### src/rtl/lif_sysmode_pkg.sv
package lif_sysmode_pkg;
  typedef enum logic [1:0] {
    MODE_DUAL   = 2'd0,
    MODE_SR_PIN = 2'd1,
    MODE_SR_CFG = 2'd2,
    MODE_RAW    = 2'd3
  } sysif_mode_e;
endpackage

### src/rtl/lif_mode_detect.sv
module lif_mode_detect
  import lif_sysmode_pkg::*;
#(
  parameter int HIGH_LIMIT = 16
) (
  input  logic        clk,
  input  logic        rst,
  input  logic        tx_n,
  input  logic        cfg_raw,
  input  logic        cfg_cr_sel,
  input  logic        cfg_sr_sel,
  output sysif_mode_e mode_q
);
  localparam int CNT_W = $clog2(HIGH_LIMIT + 2);
  localparam logic [CNT_W-1:0] TH_V  = CNT_W'(HIGH_LIMIT);
  localparam logic [CNT_W-1:0] SAT_V = CNT_W'(HIGH_LIMIT + 1);

  logic [CNT_W-1:0] run_q;
  sysif_mode_e      mode_d;
  logic             cfg_single;
  logic             pin_single;

  assign cfg_single = cfg_cr_sel && cfg_sr_sel;
  assign pin_single = tx_n && (run_q >= TH_V);

  always_comb begin
    if (cfg_single)      mode_d = MODE_SR_CFG;
    else if (pin_single) mode_d = MODE_SR_PIN;
    else if (cfg_raw)    mode_d = MODE_RAW;
    else                 mode_d = MODE_DUAL;
  end

  always_ff @(posedge clk) begin
    if (rst) begin
      run_q  <= '0;
      mode_q <= MODE_DUAL;
    end else begin
      if (!tx_n)               run_q <= '0;
      else if (run_q != SAT_V) run_q <= run_q + 1'b1;
      mode_q <= mode_d;
    end
  end

  // pin-selected single rail needs tx_n high at the edge that set it
  a_r2_pin_needs_high: assert property (@(posedge clk) disable iff (rst)
    (mode_q == MODE_SR_PIN) |-> $past(tx_n));

  // a low sample always leaves pin-selected single rail
  a_r3_low_leaves: assert property (@(posedge clk) disable iff (rst)
    (!tx_n) |=> (mode_q != MODE_SR_PIN));

  // configuration pair wins over everything
  a_r4_cfg_priority: assert property (@(posedge clk) disable iff (rst)
    (cfg_cr_sel && cfg_sr_sel) |=> (mode_q == MODE_SR_CFG));
endmodule

### src/rtl/lif_tx_path.sv
module lif_tx_path
  import lif_sysmode_pkg::*;
(
  input  logic        clk,
  input  logic        rst,
  input  sysif_mode_e mode,
  input  logic        cfg_ami,
  input  logic        tx_p,
  input  logic        tx_n,
  output logic        tx_p_out,
  output logic        tx_n_out,
  output logic        tx_bpv,
  output logic        tx_single
);
  logic single_d;
  assign single_d = (mode == MODE_SR_PIN) || (mode == MODE_SR_CFG);

  always_ff @(posedge clk) begin
    if (rst) begin
      tx_p_out  <= 1'b0;
      tx_n_out  <= 1'b0;
      tx_bpv    <= 1'b0;
      tx_single <= 1'b0;
    end else begin
      tx_p_out  <= tx_p;
      tx_n_out  <= single_d ? 1'b0 : tx_n;
      tx_bpv    <= (mode == MODE_SR_CFG) && cfg_ami && tx_n;
      tx_single <= single_d;
    end
  end

  // no violation request outside configuration single rail with AMI
  a_r7_bpv_gated: assert property (@(posedge clk) disable iff (rst)
    (mode != MODE_SR_CFG || !cfg_ami) |=> !tx_bpv);

  // negative rail is never driven while the encoder is enabled
  a_r6_single_quiet: assert property (@(posedge clk) disable iff (rst)
    tx_single |-> !tx_n_out);
endmodule

### src/rtl/lif_rx_path.sv
module lif_rx_path
  import lif_sysmode_pkg::*;
(
  input  logic        clk,
  input  logic        rst,
  input  sysif_mode_e mode,
  input  logic        clke,
  input  logic        pwr_down,
  input  logic        rec_clk,
  input  logic        rx_p,
  input  logic        rx_n,
  input  logic        dec_data,
  input  logic        dec_cv,
  output logic        rd_p,
  output logic        rd_n,
  output logic        rd_clk,
  output logic        rd_oe,
  output logic        rclk_oe
);
  logic p_d, n_d, c_d;

  always_comb begin
    unique case (mode)
      MODE_SR_PIN, MODE_SR_CFG: begin
        p_d = dec_data;
        n_d = dec_cv;
        c_d = rec_clk ^ clke;
      end
      MODE_RAW: begin
        p_d = rx_p ^ ~clke;
        n_d = rx_n ^ ~clke;
        c_d = rx_p ^ rx_n;
      end
      default: begin
        p_d = rx_p;
        n_d = rx_n;
        c_d = rec_clk ^ clke;
      end
    endcase
  end

  always_ff @(posedge clk) begin
    if (rst) begin
      rd_p    <= 1'b0;
      rd_n    <= 1'b0;
      rd_clk  <= 1'b0;
      rd_oe   <= 1'b0;
      rclk_oe <= 1'b0;
    end else begin
      rd_p    <= p_d;
      rd_n    <= n_d;
      rd_clk  <= c_d;
      rd_oe   <= ~pwr_down;
      rclk_oe <= ~pwr_down;
    end
  end

  // raw clock follows the rail XOR one edge later
  a_r10_raw_clock: assert property (@(posedge clk) disable iff (rst)
    (mode == MODE_RAW) |=> (rd_clk == $past(rx_p ^ rx_n)));

  // power down releases both output enables
  a_r11_pd_release: assert property (@(posedge clk) disable iff (rst)
    pwr_down |=> (!rd_oe && !rclk_oe));
endmodule

### src/rtl/lif_sysmode.sv
module lif_sysmode
  import lif_sysmode_pkg::*;
#(
  parameter int HIGH_LIMIT = 16
) (
  input  logic       clk,
  input  logic       rst,
  input  logic       cfg_raw,
  input  logic       cfg_cr_sel,
  input  logic       cfg_sr_sel,
  input  logic       cfg_ami,
  input  logic       clke,
  input  logic       pwr_down,
  input  logic       tx_p,
  input  logic       tx_n,
  input  logic       rec_clk,
  input  logic       rx_p,
  input  logic       rx_n,
  input  logic       dec_data,
  input  logic       dec_cv,
  output logic [1:0] mode,
  output logic       tx_p_out,
  output logic       tx_n_out,
  output logic       tx_bpv,
  output logic       tx_single,
  output logic       rd_p,
  output logic       rd_n,
  output logic       rd_clk,
  output logic       rd_oe,
  output logic       rclk_oe
);
  sysif_mode_e mode_q;

  lif_mode_detect #(.HIGH_LIMIT(HIGH_LIMIT)) u_detect (
    .clk        (clk),
    .rst        (rst),
    .tx_n       (tx_n),
    .cfg_raw    (cfg_raw),
    .cfg_cr_sel (cfg_cr_sel),
    .cfg_sr_sel (cfg_sr_sel),
    .mode_q     (mode_q)
  );

  lif_tx_path u_tx (
    .clk       (clk),
    .rst       (rst),
    .mode      (mode_q),
    .cfg_ami   (cfg_ami),
    .tx_p      (tx_p),
    .tx_n      (tx_n),
    .tx_p_out  (tx_p_out),
    .tx_n_out  (tx_n_out),
    .tx_bpv    (tx_bpv),
    .tx_single (tx_single)
  );

  lif_rx_path u_rx (
    .clk      (clk),
    .rst      (rst),
    .mode     (mode_q),
    .clke     (clke),
    .pwr_down (pwr_down),
    .rec_clk  (rec_clk),
    .rx_p     (rx_p),
    .rx_n     (rx_n),
    .dec_data (dec_data),
    .dec_cv   (dec_cv),
    .rd_p     (rd_p),
    .rd_n     (rd_n),
    .rd_clk   (rd_clk),
    .rd_oe    (rd_oe),
    .rclk_oe  (rclk_oe)
  );

  assign mode = mode_q;
endmodule

### config.mk
export PLATFORM = sky130hd
export DESIGN_NAME = lif_sysmode
export DESIGN_NICKNAME = d
export VERILOG_FILES = /design/src/rtl/lif_sysmode_pkg.sv /design/src/rtl/lif_mode_detect.sv /design/src/rtl/lif_tx_path.sv /design/src/rtl/lif_rx_path.sv /design/src/rtl/lif_sysmode.sv
export SDC_FILE = /design/constraint.sdc
export NUM_CORES = 1
export LEC_CHECK = 0
export BUFFER_PORTS_ARGS = -buffer_cell sky130_fd_sc_hd__buf_2
export CAP_MARGIN = 15
export CORE_MARGIN = 4
export CORE_UTILIZATION = 45
export DETAILED_ROUTE_END_ITERATION = 10
export PLACE_DENSITY = 0.84
export SLEW_MARGIN = 20
export SYNTH_ARGS = -nofsm -noshare
export SYNTH_HDL_FRONTEND = slang
export SYNTH_SLANG_ARGS = --single-unit
export TNS_END_PERCENT = 20
### constraint.sdc
create_clock -name clk -period 1.5 [get_ports clk]
set_input_delay 0.15 -clock clk [delete_from_list [all_inputs] [get_ports clk]]
set_output_delay 0.15 -clock clk [all_outputs]
set_load 0.01 [all_outputs]
== Word level (Yosys, flattened, before mapping) ==
Index checks and enable logic that the tools add are counted.

* Flip-flop bits (word level): 15
* Input port bits: 15
* Output and inout port bits: 11

* Add/sub/neg operators: 1
* Order comparisons: 1
* Equality and inequality tests: 4
* Mux-type cells: 6
* Bitwise operators: 7
* Reduce and logical (&&, ||, !) cells: 9

{| class="wikitable"
|+ Operators by type and width
! cell !! count
|-
| $reduce_or 2->1 || 4
|-
| $mux 2 || 3
|-
| $add 5x1->5 const B || 1
|-
| $ge 5x5->1 const B || 1
|-
| $ne 5x5->1 const B || 1
|-
| $eq 2x2->1 const B || 2
|-
| $logic_and 1x1->1 || 4
|-
| $pmux 1 s2 || 2
|-
| $xor 1x1->1 || 4
|-
| $not 1->1 || 3
|-
| $eq 2x1->1 const B || 1
|-
| $logic_or 1x1->1 || 1
|-
| $mux 1 || 1
|}

== Depth between registers and ports, before layout ==
Gate-level depths: netlist (run 1).

* Word-level depth: 4
* Mapped depth: 5

== Cells and area by module ==
A second synthesis (run 1) with hierarchy kept.

* Cell total of the unflattened synthesis: 68
* Area total of the unflattened synthesis: 718.2 um^2

{| class="wikitable"
|+ By module, submodules not included
! module !! instances !! cells an instance !! area each (um^2) !! seq. area each (um^2)
|-
| lif_mode_detect || 1 || 34 || 367.9 || 140.1
|-
| lif_rx_path || 1 || 24 || 221.5 || 80.1
|-
| lif_tx_path || 1 || 10 || 128.9 || 80.1
|}

== Worst setup path before layout (run 1) ==
No wires, ideal clock.

* Kind: flip-flop to flip-flop
* Start: register u_detect.mode_q[0]
* End: register u_rx.rd_n
* Library setup time: 0.074 ns
* Arrival time: 1.117 ns
* Required time: 1.426 ns
* Path slack: 0.308 ns
* Cell stages (with the launch flop): 6
* Clock period less this slack: 1.192 ns
* Cell sequence: dfxtp_1 inv_1 ha_1 nor4b_1 a31oi_1 a31oi_1

* Word-level cells in the longest chain between the ends: 3
* Elaborated cells on any way between the ends: 5
* Classes of those cells: eq/ne: 3; mux: 1; reduce/logical: 1

{| class="wikitable"
|+ Ends and longest elaborated chain
! item !! line !! RTL
|-
| from (decl) || lif_mode_detect.sv:12 || <nowiki>output sysif_mode_e mode_q</nowiki>
|-
| from (signal assigned) || lif_mode_detect.sv:40 || <nowiki>mode_q <= mode_d;</nowiki>
|-
| $eq 2x1->1 / $eq 2x2->1 (equally long branches) || lif_rx_path.sv:23 || <nowiki>unique case (mode)</nowiki>
|-
| $reduce_or 2->1 || lif_rx_path.sv:23 ||
|-
| $pmux 1 s2 (*) || lif_rx_path.sv:23 ||
|-
| to (signal assigned) || lif_rx_path.sv:51 || <nowiki>rd_n <= n_d;</nowiki>
|-
| to (decl) || lif_rx_path.sv:15 || <nowiki>output logic rd_n,</nowiki>
|}

Mark *: on every way between the ends. The rest lies on a longest branch, timed or not.
A chain may end at the register's enable or synchronous reset.

== Worst setup path after layout (run 1) ==
* Start: register u_detect.mode_q[1]
* End: register u_rx.rd_n

The elaborated chain is that of the path after synthesis.

==> flow_summary.toml, run 1 <==
[logic_synthesis]
synth-seq-cells = 15
synth_cells = 65
ys_warn_count = 0
synth.cell_area_um2 = 658
synth_top_area_share_pct = 45.6
synth_nets = 85
yosys.area_share.simple_pct = 21.3
yosys.area.top_type = "dfxtp_1"
synthTopCellsByArea = "dfxtp_1 (46%), ha_1 (9.5%), nor2_1 (5.7%), nand4bb_4 (4.2%), xnor2_1 (4.0%)"
ys_seq_area_share_pct = 45.6
synth_xor_area_share_pct = 7.98
yosysUniqueCellTypes = 22
avgSynthCellArea_um2 = 10.1
synthMuxAreaShare_pct = 0
synth_compound_area_share_pct = 12.0
yosys.area_share.adder_pct = 9.51
synth_top_family_by_area = "simple AND/OR/NAND/NOR gates"

[grt]
grt_util_met3_pct = 3.52
antenna_found_initial = 0
overflow = 0
busiest_layer = "met2"
met2_usage_pct = 23.6
met1_usage_pct = 13.2
grt_usage_pct = 12.7
first_global_vias = 501
grt_max_degree = 12
grt_pass1_wl_um = 1970

[flow_run]
maxCapViolations = 0

[die]
fp.dieH_um = 46.2
fp.dieArea_mm2 = 0.00214
die_x_um = 46.2
num_rows = 13
coreArea_mm2 = 0.00133
initial_core_util_pct = 49.3
ios = 26

[timing]
slew_headroom_pct = 83.8
finalHoldViolCount = 0
skew_ns = 0.00695
setup_ws_ns = 0.255
fin_crit_ns = 1.24
finalSetupViolations = 0
fmax_mhz = 803
worst_pin_slew_ns = 0.240
fin_crit_sh_pct = 83.0
setup_tns_ns = 0
maxSlewViolCount = 0
rsz0062_at_grt = "no"

[hold_path]
min_from = "cfg_sr_sel"
hold_depth = 2
hp-class = "in -> reg"
worstHoldEndpoint = "u_detect.mode_q[0]$_SDFF_PP0_"

[final_layout]
nNetsFinal = 114
drive_above_1_share_pct = 34.4
layout_common_cells = "buf_2 (25), dfxtp_1 (15), nor2_1 (10), ha_1 (5)"
fillers = 113
antenna_cells = 0
area_growth_pct = 25.7
multi_input_area_um2 = 334
layout.area.seq_um2 = 300
layoutNonFillerInstCount = 108
final_common_cell = "buf_2"

[drt]
dr.pass1.iters = 4
drtIter0Drc = 4
antenna_left = 0
routed_wl_um = 1220
wl_per_cell_um = 11.3
dr_total_vias = 565
viasPerCell = 5.23
route.detailed.drc = 0

[placed_design]
dp_hpwl_um = 986
io_buffers = 25
dp_cells = 103
place.gp.congestion = 0.818
pre_cts_ws_ns = 0.281

[cts]
clock-sinks = 15
path_clk_slew_ns = 0.09
cts_tree = "done"
cts_root_buf = "clkbuf_4"
clk_latency_ns = 0.28
cts_setup_buffers = 0
cts_resized = 0
clockBufferDepth = 2
htreeDepth = 1
cts_made_buffers = 3

[setup_path]
worstSetupEndpointType = "flop"
worstPathArrival_ns = 1.46
cp.required_ns = 1.72
cp_max_fo = 5
r2r_end = "u_rx.rd_n$_SDFF_PP0_"
r2r_cells = 5
cp-start-kind = "flop"
crit_type = "reg -> reg"
cp-startpoint = "u_detect.mode_q[1]$_SDFF_PP0_"
rr_startpoint = "u_detect.mode_q[1]$_SDFF_PP0_"
rrSetupSlack_ns = 0.26

[power_and_ir_drop]
p_per_area_mw_per_mm2 = 921
leakagePower_nw = 0.379
ir_worst_vdd_mv = 0.623
power.total_w = 0.000762

[status]
status = "complete, no violations"
area by class of cell:
type / count / share of cell area, %
Multi-Input combinational cell: 45 / 40.4
Sequential cell: 15 / 36.3
Timing Repair Buffer: 26 / 16.3
Clock buffer: 3 / 2.72
Tap cell: 15 / 2.27
Inverter: 3 / 1.36
Clock inverter: 1 / 0.605
registers in the layout, indices dropped and copies added (netlist names):
name	count
u_detect.run_q	5
u_tx.tx_single	1
u_rx.rd_clk	1
u_rx.rd_p	1
u_rx.rd_n	1
u_tx.tx_bpv	1
u_tx.tx_n_out	1
u_detect.mode_q	2
u_tx.tx_p_out	1
u_rx.rd_oe	1
cells by family (layout without fill, tap and decap cells):
logic type / after synthesis / count (layout)
AND/OR/NAND/NOR: 24 / 24
XOR/XNOR: 6 / 6
buffers and inverters: 5 / 33
flip-flops: 15 / 15
adder cells (fa/ha/maj): 5 / 5
AO/OA/AOI/OAI: 10 / 10
power by group:
group	switching [W]	internal, W
logic	0.0000579	0.0000540
registers	0.00000903	0.000418
clock network	0.000125	0.0000988
total	0.000192	0.000570
worst max path at each step:
stage / end / slack (ns) / cells past startpoint
4_1_cts: u_rx.rd_n$_SDFF_PP0_ / 0.27 / 5
6_report: u_rx.rd_n$_SDFF_PP0_ / 0.26 / 5
5_1_grt: u_rx.rd_n$_SDFF_PP0_ / 0.12 / 5
3_3_place_gp: u_rx.rd_n$_SDFF_PP0_ / 0.34 / 5
2_1_floorplan: u_rx.rd_n$_SDFF_PP0_ / 0.31 / 5
3_5_place_dp: u_rx.rd_n$_SDFF_PP0_ / 0.28 / 5
metrics by stage:
step                instance area, µm²  hold slack [ns]  utilization, %
floorplan                          658            0.217               -
global placement                   790            0.302            59.2
detailed placement                 790            0.304            59.2
CTS                                827           0.0534            62.0
global route                       827           0.0422            62.0
finish                             827           0.0698            62.0
cells in the mapped netlist (all sizes together):
cell type and n:
dfxtp 15, nor2 10, ha 5, a211oi 3
inv 3, nand2 3, nor2b 3, xnor2 3
xor2 3, a21oi 2, a22oi 2, a31oi 2
buf 2, nand2b 2, nand3 2, and3 1
nand3b 1, nand4bb 1, nor4b 1, o32ai 1
worst max-delay path, stage by stage, from the launching register on:
cell and delay [ns]:
dfxtp_1 0.39, inv_1 0.06, ha_1 0.24, nor4b_1 0.29
a31oi_1 0.08, a31oi_1 0.13
what timing repair did:
action	in CTS	in global routing
endpoints found under the setup margin	0	0
hold buffers	1	0
hold endpoints to repair	1	0
metal layers:
metal / share of wire, % / wire length (µm)
met1: 40 / 490
met5: 0 / 0
met3: 11 / 132
met4: 0 / 0
met2: 49 / 592
Power figures use the tool's default switching activity.
==> run 2, diff against run 1 <==
CORE_UTILIZATION = 41   (was 45)
PLACE_DENSITY = 0.81   (was 0.84)
clock period = 1.1 ns   (was 1.5 ns; I/O delays follow)
==> run 2 against run 1 <==
Against the previous run: first-iteration DRC count rose by 75%; largest cell class unchanged; non-clock buffer count rose by 4; highest routed layer unchanged; critical path depth did not move; clock power rose by 40%.
==> flow_summary.toml, run 2 (synthesized netlist as in run 1, its figures left out) <==
[status]
status = "complete, no violations"

[setup_path]
cp-start-kind = "flop"
cp_max_fo = 5
worstSetupEndpointType = "flop"
cp.required_ns = 1.32
rrSetupSlack_ns = 0.02
crit_type = "reg -> reg"
r2r_end = "u_rx.rd_n$_SDFF_PP0_"
r2r_cells = 5
rr_startpoint = "u_detect.mode_q[1]$_SDFF_PP0_"
worstPathArrival_ns = 1.30
cp-startpoint = "u_detect.mode_q[1]$_SDFF_PP0_"

[timing]
slew_headroom_pct = 84.6
fin_crit_ns = 1.08
rsz0062_at_grt = "yes"
finalHoldViolCount = 0
fin_crit_sh_pct = 98.4
skew_ns = 0.00478
worst_pin_slew_ns = 0.230
finalSetupViolations = 0
setup_ws_ns = 0.0178
maxSlewViolCount = 0
fmax_mhz = 924

[cts]
clk_latency_ns = 0.28
cts_made_buffers = 3
cts_root_buf = "clkbuf_4"
clock-sinks = 15
cts_tree = "done"
clockBufferDepth = 2
path_clk_slew_ns = 0.09
htreeDepth = 1

[drt]
viasPerCell = 4.96
dr.pass1.iters = 4
antenna_left = 0
wl_per_cell_um = 12.1
drtIter0Drc = 7
routed_wl_um = 1360
route.detailed.drc = 0
dr_total_vias = 561

[placed_design]
dp_hpwl_um = 1090
place.gp.congestion = 0.818
io_buffers = 25
pre_cts_ws_ns = -0.0186
dp_cells = 107

[final_layout]
top_regs = "u_detect.run_q x5, u_detect.mode_q x2"
regMostFlops = "u_detect.run_q"
largest_reg_flops = 5
final_common_cell = "buf_2"
layout_common_cells = "buf_2 (25), dfxtp_1 (11), nor2_1 (9), buf_4 (4)"
area_growth_pct = 35.9
layoutNonFillerInstCount = 113
nNetsFinal = 118
antenna_cells = 0
drive_above_1_share_pct = 48.5
fin_util_pct = 59.4

[grt]
grt_usage_pct = 13.7
grt_max_degree = 12
first_global_vias = 551
grt_pass1_wl_um = 2150
antenna_found_initial = 0
overflow = 0

[die]
die_x_um = 48.1
fp.dieH_um = 48.1
fp.dieArea_mm2 = 0.00231
coreArea_mm2 = 0.00151
initial_core_util_pct = 43.7
num_rows = 14
ios = 26

[hold_path]
worstHoldEndpoint = "u_tx.tx_p_out$_SDFF_PP0_"
min_from = "tx_p"
hold_depth = 2
hp-class = "in -> reg"

[flow_run]
maxCapViolations = 0

[power_and_ir_drop]
p_per_area_mw_per_mm2 = 1200
ir_worst_vdd_mv = 0.647
leakagePower_nw = 0.400
-- run 2: changes by cell type in the layout (fill, tap and decap cells not counted), sizes merged --
cell and delta:
buf +4
-- run 2: worst max-delay path by stage --
stage,cells past startpoint,endpoint,slack [ns]
final,5,u_rx.rd_n$_SDFF_PP0_,0.02
after global routing,5,u_rx.rd_n$_SDFF_PP0_,-0.06
after CTS,4,u_rx.rd_p$_SDFF_PP0_,-0.0006
after detailed placement,4,u_rx.rd_p$_SDFF_PP0_,-0.02
after global placement,4,u_rx.rd_n$_SDFF_PP0_,0.03
after floorplan,4,u_rx.rd_p$_SDFF_PP0_,0.02
-- run 2: critical path, cell delays in order, from the launching register on --
cell	delay, ns
dfxtp_4	0.37
inv_2	0.04
ha_4	0.16
nor4b_2	0.26
a31oi_1	0.07
a31oi_1	0.12
-- run 2: area by class of cell --
class | count | area [µm²]
Fill cell | 133 | 612
Multi-Input combinational cell | 45 | 363
Sequential cell | 15 | 308
Timing Repair Buffer | 30 | 165
Clock buffer | 3 | 22.5
Tap cell | 16 | 20.0
Inverter | 3 | 11.3
Clock inverter | 1 | 5.00
-- run 2: metal layers --
| layer | track usage, % | up-vias | wire, µm |
|---|---|---|---|
| met5 | 0 | - | 0 |
| met1 | 13.4 | 254 | 539 |
| li1 | - | 283 | - |
| met4 | 4.84 | 0 | 0 |
| met3 | 4.89 | 0 | 150 |
| met2 | 25.9 | 24 | 673 |
-- run 2: repair_timing --
action / CTS / global route
hold buffers: 1 / 0
cloned: 0 / 0
buffers inserted: 1 / 0
pin swaps: 2 / 1
gates resized for setup: 3 / 6
endpoints found under the hold margin: 1 / 0
setup endpoints to repair: 2 / 5
-- run 2: stage by stage --
step                hold WS [ns]  area, µm²   TNS [ns]  power (W)
floorplan                  0.177        669          0   0.000682
global placement           0.264        825          0   0.000751
detailed placement         0.267        825    -0.0199   0.000758
CTS                       0.0245        880  -0.000575    0.00109
global route              0.0204        895    -0.0810    0.00115
finish                    0.0371        895          0    0.00108
-- run 2: power breakdown --
| group | leakage, nW | switching (W) | internal [W] |
|---|---|---|---|
| clock | 0.0177 | 0.000178 | 0.000135 |
| sequential | 0.125 | 0.0000116 | 0.000570 |
| combinational | 0.257 | 0.0000899 | 0.0000931 |
| total | 0.400 | 0.000280 | 0.000798 |
